[src/rtl/fmul_pkg.sv]
package fmul_pkg;

  // signedness selection carried in mode[1:0]
  typedef enum logic [1:0] {
    SGN_UU  = 2'b00,
    SGN_SS  = 2'b01,
    SGN_SU  = 2'b10,
    SGN_RSV = 2'b11
  } sgn_sel_e;

  localparam int MODE_W   = 3;
  localparam int FRAC_BIT = 2;

endpackage

[src/rtl/fmul_opnd_ext.sv]
module fmul_opnd_ext #(
  parameter int DW = 8
) (
  input  logic [DW-1:0] val,
  input  logic          sign_en,
  output logic [DW:0]   ext
);
  // one extra bit: a copy of the MSB for signed, zero for unsigned
  assign ext = {sign_en & val[DW-1], val};
endmodule

[src/rtl/fmul_prod_core.sv]
module fmul_prod_core #(
  parameter int DW = 8
) (
  input  logic signed [DW:0]     mul_a,
  input  logic signed [DW:0]     mul_b,
  output logic        [2*DW-1:0] prod
);
  localparam int PW = 2 * DW;

  logic signed [PW-1:0] wide_a;
  logic signed [PW-1:0] wide_b;
  logic signed [PW-1:0] wide_p;

  assign wide_a = PW'(mul_a);
  assign wide_b = PW'(mul_b);
  assign wide_p = wide_a * wide_b;
  assign prod   = wide_p;
endmodule

[src/rtl/fmul_post.sv]
module fmul_post #(
  parameter int DW = 8
) (
  input  logic [2*DW-1:0] prod,
  input  logic            frac,
  output logic [2*DW-1:0] res,
  output logic            zf,
  output logic            cf
);
  localparam int PW = 2 * DW;

  always_comb begin
    if (frac) res = {prod[PW-2:0], 1'b0};
    else      res = prod;
  end

  assign cf = prod[PW-1];
  assign zf = (res == '0);
endmodule

[src/rtl/fmul_unit.sv]
module fmul_unit #(
  parameter int DW = 8
) (
  input  logic                         clk,
  input  logic                         rst,
  input  logic                         start,
  input  logic [fmul_pkg::MODE_W-1:0]  mode,
  input  logic [DW-1:0]                opnd_a,
  input  logic [DW-1:0]                opnd_b,
  output logic                         done,
  output logic [DW-1:0]                res_hi,
  output logic [DW-1:0]                res_lo,
  output logic                         flag_z,
  output logic                         flag_c
);
  import fmul_pkg::*;

  localparam int EW = DW + 1;
  localparam int PW = 2 * DW;
  localparam int NOP = 2;

  sgn_sel_e        sel;
  logic [NOP-1:0]  sign_vec;
  logic [DW-1:0]   op_in  [NOP];
  logic [EW-1:0]   op_ext [NOP];

  assign sel         = sgn_sel_e'(mode[1:0]);
  assign sign_vec[0] = (sel == SGN_SS) || (sel == SGN_SU);
  assign sign_vec[1] = (sel == SGN_SS);
  assign op_in[0]    = opnd_a;
  assign op_in[1]    = opnd_b;

  for (genvar g = 0; g < NOP; g++) begin : g_ext
    fmul_opnd_ext #(.DW(DW)) u_ext (
      .val     (op_in[g]),
      .sign_en (sign_vec[g]),
      .ext     (op_ext[g])
    );
  end

  // stage 1: extended operands
  logic           s1_valid;
  logic           s1_frac;
  logic [EW-1:0]  s1_op [NOP];

  always_ff @(posedge clk) begin
    if (rst) begin
      s1_valid <= 1'b0;
      s1_frac  <= 1'b0;
      for (int i = 0; i < NOP; i++) s1_op[i] <= '0;
    end else begin
      s1_valid <= start;
      if (start) begin
        s1_frac <= mode[FRAC_BIT];
        for (int i = 0; i < NOP; i++) s1_op[i] <= op_ext[i];
      end
    end
  end

  logic [PW-1:0] prod;
  logic [PW-1:0] res;
  logic          zf;
  logic          cf;

  fmul_prod_core #(.DW(DW)) u_core (
    .mul_a (s1_op[0]),
    .mul_b (s1_op[1]),
    .prod  (prod)
  );

  fmul_post #(.DW(DW)) u_post (
    .prod (prod),
    .frac (s1_frac),
    .res  (res),
    .zf   (zf),
    .cf   (cf)
  );

  // stage 2: registered result and flags
  logic s2_frac;

  always_ff @(posedge clk) begin
    if (rst) begin
      done    <= 1'b0;
      res_hi  <= '0;
      res_lo  <= '0;
      flag_z  <= 1'b0;
      flag_c  <= 1'b0;
      s2_frac <= 1'b0;
    end else begin
      done <= s1_valid;
      if (s1_valid) begin
        res_hi  <= res[PW-1:DW];
        res_lo  <= res[DW-1:0];
        flag_z  <= zf;
        flag_c  <= cf;
        s2_frac <= s1_frac;
      end
    end
  end

  // every accepted start yields done two edges later
  p_latency_r9: assert property (@(posedge clk) disable iff (rst)
    start |-> ##2 done);

  // done only traces back to a start
  p_origin_r9: assert property (@(posedge clk) disable iff (rst)
    done |-> $past(start, 2));

  // outputs hold outside done
  p_hold_r10: assert property (@(posedge clk) disable iff (rst)
    (!done && !$past(rst)) |-> $stable({res_hi, res_lo, flag_z, flag_c}));

  // fractional results always have a clear LSB
  p_frac_lsb_r6: assert property (@(posedge clk) disable iff (rst)
    (done && s2_frac) |-> !res_lo[0]);

  // a zero result cannot carry a set product MSB
  p_zero_nocarry_r7: assert property (@(posedge clk) disable iff (rst)
    (done && flag_z) |-> !flag_c);

endmodule

[config.mk]
export PLATFORM = sky130hd
export DESIGN_NAME = fmul_unit
export DESIGN_NICKNAME = d
export VERILOG_FILES = /design/src/rtl/fmul_pkg.sv /design/src/rtl/fmul_opnd_ext.sv /design/src/rtl/fmul_prod_core.sv /design/src/rtl/fmul_post.sv /design/src/rtl/fmul_unit.sv
export SDC_FILE = /design/constraint.sdc
export NUM_CORES = 1
export LEC_CHECK = 0
export CORE_ASPECT_RATIO = 1.1
export CORE_MARGIN = 5
export CORE_UTILIZATION = 50
export DETAILED_ROUTE_END_ITERATION = 6
export PLACE_DENSITY = 0.71
export SYNTH_ARGS = -nofsm -noshare
export SYNTH_HDL_FRONTEND = slang
export SYNTH_SLANG_ARGS = --single-unit
[constraint.sdc]
create_clock -name clk -period 5.5 [get_ports clk]
set_clock_uncertainty 0.05 [all_clocks]
set_input_delay 1.65 -clock clk [delete_from_list [all_inputs] [get_ports clk]]
set_output_delay 1.65 -clock clk [all_outputs]
set_load 0.02 [all_outputs]
### Word level (Yosys, flattened, before mapping)

Memories as Yosys holds them, arrays and structs flattened.
Cells that the tools add are included.

* register bits: 21
* latch bits: 0
* bits in writable memories: 18
* memory bits (read-only): 0
* word-level logic and storage cells: 25
* memories: 1

* $add $sub $neg: 0
* multipliers: 1
* divide/modulo/power cells: 0
* $lt $le $gt $ge: 0
* equality and inequality tests: 2
* shifts and indexed selects: 0
* multiplexer cells: 8
* bitwise gates (word level): 4
* reductions and logical operators: 2

Memories
* s1_op: depth 2, bits a word 9, rd ports 2, clocked after memory_dff 0, wr ports 2, RTL line fmul_unit.sv:44 `logic [EW-1:0] s1_op [NOP];`

Operator list (number)
* 9-bit two-way mux: 2
* 16-bit logical NOT: 1
* 9-bit by 9-bit multiplier with 16-bit output: 1
* 16-bit two-way mux: 1
* 1-bit two-way mux: 5
* 1-bit bitwise AND: 2
* 2-bit by 1-bit == test with 1-bit output (second input constant): 1
* 2-bit == test (second input constant): 1
* 1-bit OR: 2
* 1-bit logical OR: 1

### Longest topological paths before layout

* depth after elaboration: 4
* gate-level depth with buffers: 19
* depth with buffers taken out: 18

### Modules after synthesis

Synthesis repeated with hierarchy kept, for this count alone.

* cells, all modules: 475
* area, all modules: 4685.7 µm²

Modules (own cells, without submodules)
* fmul_prod_core: times used 1, cells an instance 325, area an instance 2801.4 µm², sequential area each 0.0 µm²
* fmul_unit: times used 1, cells an instance 106, area an instance 1450.1 µm², sequential area each 960.9 µm²
* fmul_post: times used 1, cells an instance 26, area an instance 301.5 µm², sequential area each 0.0 µm²
* fmul_opnd_ext: times used 2, cells an instance 9, area an instance 66.3 µm², sequential area each 0.0 µm²

### Worst setup path before layout

No wires, ideal clock.

* path type: register -> register
* start: memory s1_op[0][5] (netlist bit)
* end: register flag_z
* library setup time: 0.069 ns
* arrival: 4.678 ns
* slack: 0.704 ns
* stages on the path, launching flop included: 17
* path buffers: 1
* period minus slack after synthesis: 4.796 ns
* cells stage by stage: edfxtp_1 clkbuf_1 nand2_1 fa_1 fa_1 inv_1 fa_1 fa_1 fa_1 ha_1 and3_1 a22oi_2 a21oi_1 or3_1 mux2i_1 o211ai_1 o21ai_1

RTL lines
* from (decl): RTL line fmul_unit.sv:44
* to (signal assigned): RTL line fmul_unit.sv:95 `flag_z <= zf;`
* to (decl): RTL line fmul_unit.sv:13 `output logic flag_z,`

==> results by group <==
Pwr
  – Lkg Pwr: between 2 and 2.5 nW
  – Worst vdd ir: 187 uV
  – Power per cell area: a little over 300 mW/mm^2

Final layout
  – Multi-input logic area: 0.00301 mm^2
  – Fin nets: 600
  – FILL cells: between 700 and 800
  – Post-Layout Inst Area: 0.00493 mm^2
  – N_diodes: 0
  – Fraction of layout cells with a size suffix above 1: between 3 and 4%
  – Most frequent cells in the layout: 71 x inv_1, 63 x fa_1, 53 x nand2_1, 46 x and2_1, 40 x clkdlybuf4s50_1
  – Non-Filler Instances: ~590
  – Area Overhead vs Synth: 14.1%
  – Sequential standard cell area: around 960 um^2
  – Most common cell after layout, fill and taps aside: inv_1

Timing
  – Minimum clock period: about 5.2 ns
  – Setup violations, final: 0
  – Measured slew at the worst slew-check pin: ~1.0 ns
  – Max-slew violation count: 0
  – Worst slew margin: between 30 and 40%
  – Fmax: roughly 190 MHz
  – Hold Violations, Final: 0
  – Setup TNS: 0 ns
  – Fin crit share: 95.2%
  – Unrepaired setup endpoints after global routing: false

Yosys
  – Synth Net Count: approximately 570
  – Post-synthesis register bit count: 39
  – Avg Synthesized Cell Area: between 9 and 10 um^2
  – Yosys cell types: 38
  – Sequential share of the synthesized area: between 20% and 30%
  – Post-synthesis cell count: 450
  – Yosys warnings: 0
  – Post-synthesis cell area: between 0.004 and 0.005 mm^2

Worst hold path
  – Worst hold path class: flip-flop to flip-flop
  – Hold path cells: 2
  – Hold path start: flag_z$_SDFFE_PP0P_
  – Hold path endpoint: flag_z$_SDFFE_PP0P_

Clocking
  – Worst-Skew Late Latency: between 0.2 and 0.3 ns
  – H-Tree Depth: 2
  – Clk sinks: 39
  – CTS Buf Count: 5
  – Root buffer cell: clkbuf_8
  – Maximum buffer depth of the clock tree: 2
  – CTS clock-pin slew for the worst setup and hold paths: about 0.080 ns
  – Post-cts hold buffer count: 0
  – TritonCTS clock tree: built

Setup path
  – Worst reg2reg startpoint: s1_op[0][0]$_SDFFCE_PN0P_
  – CP dominant cell by count: fa_1
  – Critical path required time: roughly 5.7 ns
  – Worst Setup End Kind: flip-flop
  – Slowest cell on crit path: fa_1
  – Worst-path cell chain: or2b_1 -> fa_1 -> fa_1 -> inv_1 -> fa_1 -> fa_1 -> fa_1 -> ha_1 -> and3_1 -> a22oi_2 -> a21oi_1 -> or3_1 -> mux2i_1 -> o211ai_1 -> o21ai_1
  – Crit-path max FO: 10
  – CP Buf/Inv Count: 1
  – CP delay by family, top: adder cells
  – Critical path start-end classification: flip-flop to flip-flop
  – RR Endpoint: flag_z$_SDFFE_PP0P_
  – FF-to-FF path depth: 15
  – Startpoint types: flip-flop
  – Delay of the slowest critical-path stage: between 0.5 and 0.6 ns
  – Worst path arrival time: about 5.4 ns
  – Reg2Reg Setup Slack: between 0.2 and 0.3 ns

Place
  – Post-detail-place hpwl: around 7500 um
  – Placer Congestion: approximately 0.93
  – Placed Cells: ~600
  – DP Area: between 0.004 and 0.005 mm^2
  – I/O Buffers: 40

Route
  – Post-Route WL: around 9100 um
  – DRC: 0
  – Vias per inst: 5.21
  – Starting DRT DRC Count: around 150
  – First-pass DRT Iterations: 5
  – WL/cell: ~15 um
  – Via count: ~3100
  – Final ANT Viol Nets: 0

GRT
  – Number of global-route vias before repair: 3280
  – Initial antenna violation count: 0
  – Pin count of the biggest net entering global routing: 32
  – GRT Total Usage: between 10% and 20%
  – First-pass GRT wire length: roughly 16000 um
  – Grt ovf: 0

Floorplanning
  – # rows: 35
  – Die W: a little under 100 um
  – I/O Pins: 41
  – Core area: roughly 0.0084 mm^2
  – Initial Util: between 50% and 60%
  – Die area: 0.0106 mm^2
  – Chip height: roughly 110 um

Status
  – Outcome: finished clean

Run
  – MaxCap Viol Count: 0
==> layer usage <==
layer	routed length, um	vias to the layer above	GRT usage, %
li1	-	1480	-
met1	3750	1529	22.4
met2	4810	68	33.7
met3	382	14	3.43
met4	194	0	4.78
met5	0	-	0
==> how the worst max path moves through the flow <==
stage,startpoint,end,slack (ns),depth (start not counted)
2_1_floorplan,s1_op[0][5]$_SDFFCE_PN0P_,flag_z$_SDFFE_PP0P_,0.70,16
3_3_place_gp,s1_op[0][0]$_SDFFCE_PN0P_,flag_z$_SDFFE_PP0P_,0.38,15
3_5_place_dp,s1_op[0][12]$_SDFFCE_PN0P_,flag_z$_SDFFE_PP0P_,0.28,15
4_1_cts,s1_op[0][12]$_SDFFCE_PN0P_,flag_z$_SDFFE_PP0P_,0.24,15
5_1_grt,s1_op[0][9]$_SDFFCE_PN0P_,res_hi[6]$_SDFFE_PP0P_,0.01,17
6_report,s1_op[0][0]$_SDFFCE_PN0P_,flag_z$_SDFFE_PP0P_,0.27,15
==> where the power goes <==
part | internal [mW] | leakage (nW) | switching [mW]
Sequential | 0.333 | 0.366 | 0.0450
Combinational | 0.388 | 1.90 | 0.502
Clock | 0.149 | 0.0618 | 0.101
Total | 0.870 | 2.33 | 0.647
==> worst reg2reg max path, delay by kind of cell, from the launching register on <==
family	cells	cell delay, ns
buffers and inverters	1	0.05
muxes	1	0.19
and+or+nand+nor	3	0.89
adders and majority gates	6	2.84
AOI/OAI and AO/OA	4	0.57
DFF	1	0.58
==> per-stage QoR <==
step                power (mW)  hold WS [ns]  worst slack (ns)  utilization [%]
floorplan                 1.03         0.472             0.704                -
global placement          1.26         0.407             0.376             57.0
detailed placement        1.28         0.419             0.276             57.0
CTS                       1.53         0.429             0.240             58.5
global route              1.65         0.446            0.0123             58.7
finish                    1.52         0.420             0.265             58.7
==> sequential cells by signal, indices dropped and copies added, names as in the netlist <==
name,cells
flag_z,1
res_hi,8
done,1
res_lo,8
s1_frac,1
s1_op,18
s1_valid,1
flag_c,1
==> Yosys cell counts <==
| cell type | n | area, um^2 |
|---|---|---|
| a211oi_1 | 12 | 90.1 |
| a211oi_2 | 2 | 25.0 |
| a21o_1 | 4 | 30.0 |
| a21oi_1 | 7 | 35.0 |
| a22oi_2 | 1 | 12.5 |
| a311oi_1 | 2 | 17.5 |
| a31oi_1 | 2 | 12.5 |
| and2_1 | 46 | 288 |
| and3_1 | 2 | 12.5 |
| buf_1 | 3 | 11.3 |
| buf_2 | 3 | 15.0 |
| clkbuf_1 | 13 | 48.8 |
| clkbuf_2 | 1 | 5.00 |
| clkinv_1 | 1 | 3.75 |
| dfxtp_1 | 21 | 420 |
| edfxtp_1 | 18 | 541 |
| fa_1 | 63 | 1260 |
| ha_1 | 34 | 425 |
| inv_1 | 71 | 267 |
| mux2i_1 | 12 | 120 |
| nand2_1 | 53 | 199 |
| nand2b_1 | 1 | 6.26 |
| nand3_1 | 2 | 10.0 |
| nor2_1 | 23 | 86.3 |
| nor2b_1 | 8 | 50.1 |
| nor2b_2 | 1 | 8.76 |
| nor3_1 | 4 | 20.0 |
| nor4_1 | 3 | 18.8 |
| o211ai_1 | 3 | 22.5 |
| o21a_1 | 2 | 15.0 |
| o21ai_0 | 5 | 25.0 |
| o21ai_1 | 2 | 10.0 |
| o21bai_1 | 2 | 15.0 |
| or2_2 | 1 | 6.26 |
| or2b_1 | 2 | 15.0 |
| or3_1 | 1 | 6.26 |
| xnor2_1 | 13 | 114 |
| xor2_1 | 6 | 52.6 |
==> repair_timing <==
action	4_1_cts	5_1_grt
endpoints found under the hold margin	0	0
resized for setup	0	0
setup endpoints to repair	0	1
setup buffers	0	2
==> cell families after synthesis <==
family | share of synthesized area (%)
AO/OA/AOI/OAI | 7.18
XOR/XNOR | 3.85
adder cells (fa/ha/maj) | 39.0
buffers and inverters | 8.11
flip-flops | 22.2
multiplexers | 2.78
AND/OR/NAND/NOR | 16.8
==> cell type report <==
cell class	count	share of cell area, %
multi-input combinational	319	61.0
clock inverter	2	0.786
clock buffer	6	1.67
timing repair buffer	44	8.73
inverter	72	5.48
sequential	39	19.5
tap	111	2.82
Note: power is estimated with default switching activity, not from simulation.
